**src/rtl/alarm_pkg.sv**
```systemverilog
package alarm_pkg;
  localparam int DATA_W = 32;
  localparam int DAY_W  = 8;
  localparam int HR_W   = 5;
  localparam int MS_W   = 6;

  localparam logic [7:0] OFF_CNT  = 8'h0C;
  localparam logic [7:0] OFF_RUN  = 8'h14;
  localparam logic [7:0] OFF_IEN  = 8'h18;
  localparam logic [7:0] OFF_STAT = 8'h1C;

  localparam int RUN_BIT = 8;
  localparam int SEC_LSB = 0;
  localparam int MIN_LSB = 8;
  localparam int HR_LSB  = 16;
  localparam int DAY_LSB = 21;

  localparam logic [MS_W-1:0] SEC_TOP = MS_W'(59);
  localparam logic [MS_W-1:0] MIN_TOP = MS_W'(59);
  localparam logic [HR_W-1:0] HR_TOP  = HR_W'(23);

  typedef struct packed {
    logic [DAY_W-1:0] day;
    logic [HR_W-1:0]  hr;
    logic [MS_W-1:0]  min;
    logic [MS_W-1:0]  sec;
  } dhms_t;
endpackage

```
**src/rtl/alarm_dhms_dec.sv**
```systemverilog
module alarm_dhms_dec
  import alarm_pkg::*;
(
  input  dhms_t cur_i,
  output dhms_t nxt_o,
  output logic  cur_zero_o,
  output logic  nxt_zero_o
);
  always_comb begin
    nxt_o = cur_i;
    if (cur_i.sec != '0) begin
      nxt_o.sec = cur_i.sec - 1'b1;
    end else begin
      nxt_o.sec = SEC_TOP;
      if (cur_i.min != '0) begin
        nxt_o.min = cur_i.min - 1'b1;
      end else begin
        nxt_o.min = MIN_TOP;
        if (cur_i.hr != '0) begin
          nxt_o.hr = cur_i.hr - 1'b1;
        end else begin
          nxt_o.hr  = HR_TOP;
          nxt_o.day = cur_i.day - 1'b1;
        end
      end
    end
  end

  assign cur_zero_o = (cur_i == '0);
  assign nxt_zero_o = (nxt_o == '0);
endmodule

```
**src/rtl/alarm_count_core.sv**
```systemverilog
module alarm_count_core
  import alarm_pkg::*;
(
  input  logic  clk_i,
  input  logic  rst_ni,
  input  logic  load_i,
  input  dhms_t load_val_i,
  input  logic  step_i,
  output dhms_t cnt_o,
  output logic  term_o
);
  dhms_t cnt_q, cnt_dec;
  logic  cur_zero, nxt_zero, do_dec;

  alarm_dhms_dec u_dec (
    .cur_i      (cnt_q),
    .nxt_o      (cnt_dec),
    .cur_zero_o (cur_zero),
    .nxt_zero_o (nxt_zero)
  );

  assign do_dec = step_i && !load_i && !cur_zero;
  assign term_o = do_dec && nxt_zero;

  always_ff @(posedge clk_i or negedge rst_ni) begin
    if (!rst_ni)     cnt_q <= '0;
    else if (load_i) cnt_q <= load_val_i;
    else if (do_dec) cnt_q <= cnt_dec;
  end

  assign cnt_o = cnt_q;

  p_hold_zero_r5: assert property (@(posedge clk_i) disable iff (!rst_ni)
    (cnt_q == '0 && !load_i) |=> (cnt_q == '0));
  p_idle_stable_r3: assert property (@(posedge clk_i) disable iff (!rst_ni)
    (!step_i && !load_i) |=> $stable(cnt_q));
  p_sec_step_r3: assert property (@(posedge clk_i) disable iff (!rst_ni)
    (step_i && !load_i && cnt_q.sec != '0) |=> (cnt_q.sec == $past(cnt_q.sec) - 1'b1));
  p_term_once_r5: assert property (@(posedge clk_i) disable iff (!rst_ni)
    term_o |=> !term_o);
endmodule

```
**src/rtl/alarm_irq_status.sv**
```systemverilog
module alarm_irq_status (
  input  logic clk_i,
  input  logic rst_ni,
  input  logic set_i,
  input  logic clr_i,
  input  logic ien_i,
  output logic pend_o,
  output logic irq_o
);
  logic pend_q;

  // set beats a same-cycle clear so no event is lost
  always_ff @(posedge clk_i or negedge rst_ni) begin
    if (!rst_ni)     pend_q <= 1'b0;
    else if (set_i)  pend_q <= 1'b1;
    else if (clr_i)  pend_q <= 1'b0;
  end

  assign pend_o = pend_q;
  assign irq_o  = pend_q & ien_i;

  p_pend_source_r5: assert property (@(posedge clk_i) disable iff (!rst_ni)
    $rose(pend_q) |-> $past(set_i));
  p_w1c_r7: assert property (@(posedge clk_i) disable iff (!rst_ni)
    (clr_i && !set_i) |=> !pend_q);
  p_set_wins_r10: assert property (@(posedge clk_i) disable iff (!rst_ni)
    set_i |=> pend_q);
endmodule

```
**src/rtl/alarm_countdown.sv**
```systemverilog
module alarm_countdown
  import alarm_pkg::*;
#(
  parameter int ADDR_W = 5
) (
  input  logic              clk_i,
  input  logic              rst_ni,
  input  logic              tick_i,
  input  logic              we_i,
  input  logic [ADDR_W-1:0] addr_i,
  input  logic [DATA_W-1:0] wdata_i,
  output logic [DATA_W-1:0] rdata_o,
  output logic              irq_o
);
  logic  run_q, ien_q, pend, term;
  logic  sel_cnt, sel_run, sel_ien, sel_stat;
  dhms_t cnt, wr_val;

  assign sel_cnt  = (addr_i == ADDR_W'(OFF_CNT));
  assign sel_run  = (addr_i == ADDR_W'(OFF_RUN));
  assign sel_ien  = (addr_i == ADDR_W'(OFF_IEN));
  assign sel_stat = (addr_i == ADDR_W'(OFF_STAT));

  assign wr_val.sec = wdata_i[SEC_LSB +: MS_W];
  assign wr_val.min = wdata_i[MIN_LSB +: MS_W];
  assign wr_val.hr  = wdata_i[HR_LSB  +: HR_W];
  assign wr_val.day = wdata_i[DAY_LSB +: DAY_W];

  always_ff @(posedge clk_i or negedge rst_ni) begin
    if (!rst_ni) begin
      run_q <= 1'b0;
      ien_q <= 1'b0;
    end else if (we_i) begin
      if (sel_run) run_q <= wdata_i[RUN_BIT];
      if (sel_ien) ien_q <= wdata_i[0];
    end
  end

  alarm_count_core u_core (
    .clk_i      (clk_i),
    .rst_ni     (rst_ni),
    .load_i     (we_i && sel_cnt),
    .load_val_i (wr_val),
    .step_i     (tick_i && run_q),
    .cnt_o      (cnt),
    .term_o     (term)
  );

  alarm_irq_status u_stat (
    .clk_i  (clk_i),
    .rst_ni (rst_ni),
    .set_i  (term),
    .clr_i  (we_i && sel_stat && wdata_i[0]),
    .ien_i  (ien_q),
    .pend_o (pend),
    .irq_o  (irq_o)
  );

  always_comb begin
    rdata_o = '0;
    if (sel_cnt) begin
      rdata_o[SEC_LSB +: MS_W]  = cnt.sec;
      rdata_o[MIN_LSB +: MS_W]  = cnt.min;
      rdata_o[HR_LSB  +: HR_W]  = cnt.hr;
      rdata_o[DAY_LSB +: DAY_W] = cnt.day;
    end else if (sel_run) begin
      rdata_o[RUN_BIT] = run_q;
    end else if (sel_ien) begin
      rdata_o[0] = ien_q;
    end else if (sel_stat) begin
      rdata_o[0] = pend;
    end
  end

  logic unused_wdata;
  assign unused_wdata = ^{wdata_i[DATA_W-1:DAY_LSB+DAY_W], wdata_i[15:14], wdata_i[7:6]};

  p_irq_needs_en_r6: assert property (@(posedge clk_i) disable iff (!rst_ni)
    irq_o |-> ien_q);
  p_zero_write_quiet_r8: assert property (@(posedge clk_i) disable iff (!rst_ni)
    (we_i && sel_cnt && wdata_i == '0) |=> (!$rose(pend) && cnt == '0));
endmodule

```
**config.mk**
```make
export PLATFORM = sky130hd
export DESIGN_NAME = alarm_countdown
export DESIGN_NICKNAME = d
export VERILOG_FILES = /design/src/rtl/alarm_pkg.sv /design/src/rtl/alarm_dhms_dec.sv /design/src/rtl/alarm_count_core.sv /design/src/rtl/alarm_irq_status.sv /design/src/rtl/alarm_countdown.sv
export SDC_FILE = /design/constraint.sdc
export NUM_CORES = 1
export LEC_CHECK = 0
export ABC_AREA = 0
export BUFFER_PORTS_ARGS = -buffer_cell sky130_fd_sc_hd__buf_2
export CORE_MARGIN = 10
export CORE_UTILIZATION = 51
export CTS_CLUSTER_SIZE = 14
export DETAILED_ROUTE_END_ITERATION = 7
export PLACE_DENSITY = 0.81
export RECOVER_POWER = 100
export REMOVE_ABC_BUFFERS = 1
export SETUP_SLACK_MARGIN = 0.3
export SLEW_MARGIN = 30
export SYNTH_ARGS = -nofsm -noshare
export SYNTH_HDL_FRONTEND = slang
export SYNTH_SLANG_ARGS = --single-unit
```
**constraint.sdc**
```tcl
create_clock -name clk_i -period 2.66 [get_ports clk_i]
set_input_delay 0.266 -clock clk_i [delete_from_list [all_inputs] [get_ports clk_i]]
set_output_delay 0.266 -clock clk_i [all_outputs]
set_load 0.05 [all_outputs]
```
==> impl_metrics.csv, run 1 <==
group,metric,value,unit
synthesis,synthFlopType,"dfrtp_1",
hold_path,hold_class,"input port to flip-flop",
synthesis,synthCells,270,
synthesis,synthTopCellsByArea,"dfrtp_1 (32%), and2_1 (7.1%), o21ai_0 (5.0%), nand2_1 (4.5%), ha_1 (4.0%)",
critical_path,path_class,"flip-flop to flip-flop",
critical_path,crit_chain,"inv_1 -> ha_1 -> or3b_2 -> nor2_4 -> a31oi_1 -> clkbuf_2 -> a21oi_1 -> a211oi_1 -> a21o_1",
power_and_ir_drop,peakVddDrop,354,uV
route,drc,0,
synthesis,synth_cell_type_count,50,
power_and_ir_drop,p_sw_frac,0.438,
synthesis,ys_ff_latch,28,
clock_tree,clk_pin_slew,0.10,ns
power_and_ir_drop,power,1.83,mW
synthesis,syn_area_per_cell,8.11,sq um
critical_path,end_kind,"flip-flop",
final_layout,instances_no_fill,377,
synthesis,synth_area,0.00219,sq mm
clock_tree,cts_root_buf,"clkbuf_8",
synthesis,synth_edf_count,0,
final_layout,drive_gt1_frac,0.177,
timing,finalSetupTns,0,ns
global_routing,grt_pass1_vias,2133,
power_and_ir_drop,seq_power_share,0.417,
global_routing,track_usage,0.157,
placement,place_ws,0.324,ns
floorplan,die_y,85.5,um
timing,rsz0062_at_grt,"yes",
critical_path,reg2reg_to,"u_core.cnt_o[12]",
floorplan,coreArea,0.00409,sq mm
critical_path,critPathLaunchType,"flip-flop",
global_routing,overflow,0,
floorplan,pin_count,74,
critical_path,cp_max_fo,14,
power_and_ir_drop,comb_power_share,0.437,
timing,drv_slew,28,
final_layout,syn_to_final_growth,15.9,%
final_layout,nets,376,
synthesis,seq_area_frac_synth,0.320,
timing,tightest_slew,1.51,ns
route,wl,5.95,mm
clock_tree,h-tree-depth,1,
timing,finalSetupViolations,0,
final_layout,regArea,701,sq um
clock_tree,cts_sinks,28,
critical_path,slowest_delay,0.52,ns
run_status,status,"finished with violations",
timing,post-route-min-period,2.30,ns
placement,hpwl,4.48,mm
timing,hold_slack,0.180,ns
timing,relSlewSlack,-0.00423,
timing,finalCritPeriodShare,0.864,
route,via_count,2143,
power_and_ir_drop,powerDensity,720,mW/mm^2
critical_path,worstSetupStartpoint,"u_core.cnt_o[12]",
floorplan,start_util,0.536,
timing,fmax,435,MHz
placement,gp_congestion,0.916,
timing,hold_viol,0,
clock_tree,cts_buffer_depth,2,
critical_path,cp_slowest_cell,"or3b_2",
clock_tree,cts_hold_buf,0,
synthesis,yosys_warnings,0,
flow_run,drv_cap,1,
route,wl_per_cell,15.8,um
synthesis,yosysTopAreaCell,"dfrtp_1",
clock_tree,clk_latency,0.28,ns
clock_tree,cts_tree,"yes",
critical_path,r2r_slack,0.36,ns
floorplan,die_w,85.5,um
critical_path,worst_ep_arrival_time,2.48,ns
route,ant_nets,0,
timing,fin_ws,0.362,ns
route,dr.pass1.iters,4,
hold_path,min_from,"wdata_i[16]",
critical_path,rr_worst_depth,9,
run_status,violations,"capacitance limit, slew limit",
power_and_ir_drop,p_leak,1.10,nW
global_routing,antenna_found_initial,0,
critical_path,crit_required,2.84,ns
final_layout,nFillCells,406,
power_and_ir_drop,p_switching,0.800,mW
critical_path,regToRegStartpoint,"u_core.cnt_o[12]",
floorplan,rows,23,
timing,clock_skew,0.00665,ns
final_layout,multi_input_area,0.00136,sq mm
critical_path,crit_end,"u_core.cnt_o[12]",
global_routing,grt_max_degree,29,
synthesis,synth_top_cell_area_share,0.320,
placement,portBuffers,59,
power_and_ir_drop,clkPwrFrac,0.147,
synthesis,synthArstFlopShare,1.00,
clock_tree,cts_buffers,3,
placement,dp.cells,372,
final_layout,antenna_cells,0,
floorplan,dieArea,0.00731,sq mm
route,drt_iter0_markers,63,
power_and_ir_drop,internal_power,1.03,mW
route,viasPerCell,5.68,
global_routing,grt_pass1_wl,9.80,mm
==> sequential cells by signal, summed over array words and instances (netlist names) <==
| signal | count |
|---|---|
| run_q | 1 |
| u_stat.pend_o | 1 |
| u_core.cnt_o | 25 |
| ien_q | 1 |
==> synth_stat cells (all sizes together), types with 2 or more instances <==
cell type	number
dfrtp	28
nand2	26
and2	25
o21ai	23
nor2	22
buf	14
nor3	14
a21oi	10
inv	9
a31oi	8
nand3	8
nand4	8
a211oi	7
a21o	7
clkbuf	7
ha	7
xnor2	7
mux2i	3
or3	3
xor2	3
a311oi	2
and3	2
mux2	2
nor2b	2
nor3b	2
nor4	2
o31ai	2
o41ai	2
==> layout by cell type (no fill, tap or decap), types with 9 or more instances in the layout <==
cell type,count
a21oi_1,10
and2_1,24
buf_2,33
clkbuf_1,27
dfrtp_1,28
inv_1,9
nand2_1,26
nor2_1,21
nor3_1,11
o21ai_0,22
==> routing by layer <==
metal  up-vias  GRT usage  share of wire
li1       1065          -              -
met5         -          0              0
met3         6     0.0435          0.073
met4         0     0.0284         0.0089
met2        73      0.259           0.46
met1       999      0.201           0.45
==> critical path, delay by kind of cell, from the launching register on <==
kind	cells	cell delay [ns]
and+or+nand+nor	2	0.72
AOI/OAI and AO/OA	4	0.53
DFF	1	0.43
buffers and inverters	2	0.32
adders and majority gates	1	0.19
==> what timing repair did <==
| item | CTS | global route |
|---|---|---|
| endpoints found under the hold margin | 0 | 0 |
| endpoints found under the setup margin | 0 | 21 |
| gates resized for setup | 0 | 6 |
| setup buffers | 0 | 1 |
==> through the flow <==
stage                     cell area [sq um]   util
after floorplan                        2090      -
after detailed placement               2510  0.615
after global placement                 2510  0.615
final                                  2540  0.621
after global routing                   2540  0.621
after CTS                              2570  0.629
==> kinds of logic after synthesis <==
kind of cell               count (synthesis)  share of synthesized area
other                                      1                    0.00171
AOI/OAI and AO/OA                         70                      0.206
muxes                                      5                     0.0240
adders and majority gates                  7                     0.0400
DFF                                       28                      0.320
xor gates and xnor gates                  10                     0.0400
buffers and inverters                     30                     0.0726
and+or+nand+nor                          119                      0.295
==> layout make-up <==
type	instances	share of cell area
Tap cell	50	0.0246
Timing Repair Buffer	68	0.128
Multi-Input combinational cell	218	0.537
Sequential cell	28	0.276
Inverter	9	0.0133
Clock buffer	4	0.0217
==> power groups by stage <==
stage | Clock (mW) | Combinational [mW] | Sequential [mW]
after floorplan | 0 | 0.580 | 0.720
after global placement | 0 | 0.768 | 0.763
after detailed placement | 0 | 0.780 | 0.767
after CTS | 0.275 | 0.788 | 0.759
after global routing | 0.296 | 0.892 | 0.788
final | 0.268 | 0.799 | 0.762
==> worst min path at each step <==
stage	to	slack, ns	depth (start not counted)
finish	u_core.cnt_o[12]	0.18	2
global route	u_core.cnt_o[2]	0.17	3
CTS	u_core.cnt_o[15]	0.02	1
detailed placement	u_core.cnt_o[15]	0.33	1
global placement	u_core.cnt_o[15]	0.32	1
floorplan	ien_q	-0.03	0
Power figures use the tool's default switching activity.
==> run 2: changes to the inputs <==
--- a/config.mk
+++ b/config.mk
@@ -7,11 +7,11 @@
 export LEC_CHECK = 0
 export ABC_AREA = 0
 export BUFFER_PORTS_ARGS = -buffer_cell sky130_fd_sc_hd__buf_2
-export CORE_MARGIN = 10
+export CORE_MARGIN = 1
 export CORE_UTILIZATION = 51
 export CTS_CLUSTER_SIZE = 14
 export DETAILED_ROUTE_END_ITERATION = 7
-export PLACE_DENSITY = 0.81
+export PLACE_DENSITY = 0.88
 export RECOVER_POWER = 100
 export REMOVE_ABC_BUFFERS = 1
 export SETUP_SLACK_MARGIN = 0.3
==> impl_metrics.csv, run 2 (synthesized netlist as in run 1, its figures left out) <==
group,metric,value,unit
final_layout,largest_reg_flops,25,
critical_path,regToRegStartpoint,"u_core.cnt_o[12]",
critical_path,reg2reg_to,"u_core.cnt_o[24]",
route,dr.pass1.iters,5,
timing,finalCritPeriodShare,0.882,
global_routing,antenna_found_initial,0,
final_layout,nFillCells,355,
placement,hpwl,3.96,mm
floorplan,dieArea,0.00456,sq mm
timing,drv_slew,29,
clock_tree,clk_latency,0.28,ns
final_layout,antenna_cells,0,
placement,dp.cells,373,
run_status,violations,"capacitance limit, slew limit",
timing,fin_ws,0.314,ns
clock_tree,h-tree-depth,1,
global_routing,overflow,0,
global_routing,track_usage,0.267,
final_layout,layout_commonest_cell,"buf_2",
final_layout,fin_area,0.00260,sq mm
critical_path,worst_ep_arrival_time,2.51,ns
clock_tree,cts_tree,"yes",
power_and_ir_drop,p_switching,0.833,mW
final_layout,drive_gt1_frac,0.182,
critical_path,r2r_slack,0.31,ns
flow_run,drv_cap,1,
placement,gp_congestion,0.986,
route,viasPerCell,5.91,
timing,hold_slack,0.173,ns
timing,fmax,426,MHz
global_routing,grt_pass1_wl,9.27,mm
timing,finalSetupTns,0,ns
clock_tree,cts_sinks,28,
power_and_ir_drop,power,1.89,mW
route,ant_nets,0,
critical_path,cp_slowest_cell,"dfrtp_1",
placement,place_area,0.00253,sq mm
final_layout,multi_input_area,0.00139,sq mm
route,wl,5.51,mm
floorplan,die_w,67.5,um
timing,clock_skew,0.00234,ns
critical_path,crit_chain,"inv_1 -> ha_1 -> or3b_1 -> nor2_4 -> clkbuf_1 -> nand3_2 -> o41ai_1 -> o21ai_0",
power_and_ir_drop,p_sw_frac,0.440,
power_and_ir_drop,internal_power,1.06,mW
timing,tightest_slew,1.51,ns
final_layout,regArea,701,sq um
hold_path,whs_path_depth,3,
final_layout,final_util,0.642,
route,wl_per_cell,14.5,um
critical_path,crit_required,2.82,ns
critical_path,rr_worst_depth,8,
critical_path,path_class,"flip-flop to flip-flop",
floorplan,start_util,0.540,
hold_path,min_from,"wdata_i[2]",
clock_tree,clk_pin_slew,0.10,ns
final_layout,instances_no_fill,380,
power_and_ir_drop,peakVddDrop,370,uV
route,via_count,2246,
clock_tree,cts_buffers,3,
floorplan,die_y,67.5,um
floorplan,pin_count,74,
power_and_ir_drop,clkPwrFrac,0.145,
power_and_ir_drop,comb_power_share,0.456,
critical_path,slowest_delay,0.44,ns
final_layout,syn_to_final_growth,18.9,%
critical_path,end_kind,"flip-flop",
hold_path,hold_class,"input port to flip-flop",
timing,rsz0062_at_grt,"no",
final_layout,nets,379,
power_and_ir_drop,powerDensity,727,mW/mm^2
global_routing,grt_max_degree,29,
route,drc,0,
placement,portBuffers,59,
clock_tree,cts_buffer_depth,2,
critical_path,critPathLaunchType,"flip-flop",
power_and_ir_drop,p_leak,1.12,nW
critical_path,cp_max_fo,6,
floorplan,coreArea,0.00406,sq mm
final_layout,layout_common_cells,"buf_2 (31), clkbuf_1 (29), dfrtp_1 (28), nand2_1 (26), and2_1 (24)",
hold_path,min_to,"u_core.cnt_o[2]",
run_status,status,"finished with violations",
global_routing,grt_pass1_vias,2020,
timing,hold_viol,0,
floorplan,rows,23,
clock_tree,cts_root_buf,"clkbuf_8",
placement,place_ws,0.320,ns
timing,post-route-min-period,2.35,ns
route,drt_iter0_markers,239,
timing,relSlewSlack,-0.00706,
power_and_ir_drop,seq_power_share,0.400,
timing,finalSetupViolations,0,
[run 2: cell count changes in the layout (fill, tap and decap cells not counted), moves of 2 or more]
cell      delta
buf_4        +3
nor2b_1      +2
nor2b_2      -2
clkbuf_1     +2
buf_2        -2
[run 2: critical path, delay by kind of cell (launching register included)]
kind	cells	cell delay (ns)
flip-flops	1	0.44
AO/OA/AOI/OAI	2	0.44
AND/OR/NAND/NOR	3	0.84
buffers and inverters	2	0.32
adder cells (fa/ha/maj)	1	0.19
[run 2: layer usage]
layer / wire length (um) / vias up / track usage
li1: - / 1075 / -
met1: 2460 / 1056 / 0.376
met2: 2610 / 95 / 0.418
met3: 298 / 20 / 0.0270
met4: 148 / 0 / 0.101
met5: 0 / - / 0
[run 2: worst max-delay path by stage]
stage / start / endpoint
6_report: u_core.cnt_o[12] / u_core.cnt_o[24]
5_1_grt: u_core.cnt_o[12] / u_core.cnt_o[24]
4_1_cts: u_core.cnt_o[12] / u_core.cnt_o[5]
3_5_place_dp: u_core.cnt_o[12] / u_core.cnt_o[5]
3_3_place_gp: u_core.cnt_o[1] / u_core.cnt_o[13]
2_1_floorplan: addr_i[1] / u_stat.pend_o
[run 2: power groups by stage]
| stage | clock network [mW] | logic (mW) | registers, mW |
|---|---|---|---|
| after floorplan | 0 | 0.580 | 0.720 |
| after global placement | 0 | 0.784 | 0.749 |
| after detailed placement | 0 | 0.808 | 0.758 |
| after CTS | 0.273 | 0.819 | 0.751 |
| after global routing | 0.295 | 0.958 | 0.785 |
| final | 0.274 | 0.862 | 0.756 |
[run 2: area by class of cell]
type,count,area share
Multi-Input combinational cell,218,0.535
Sequential cell,28,0.269
Timing Repair Buffer,71,0.138
Tap cell,50,0.0240
Clock buffer,4,0.0211
Inverter,9,0.0130
[run 2: what timing repair did]
| action | in CTS | in global routing |
|---|---|---|
| hold buffers | 0 | 0 |
| endpoints found under the setup margin | 0 | 20 |
| setup buffers | 0 | 3 |
| resized for setup | 0 | 12 |
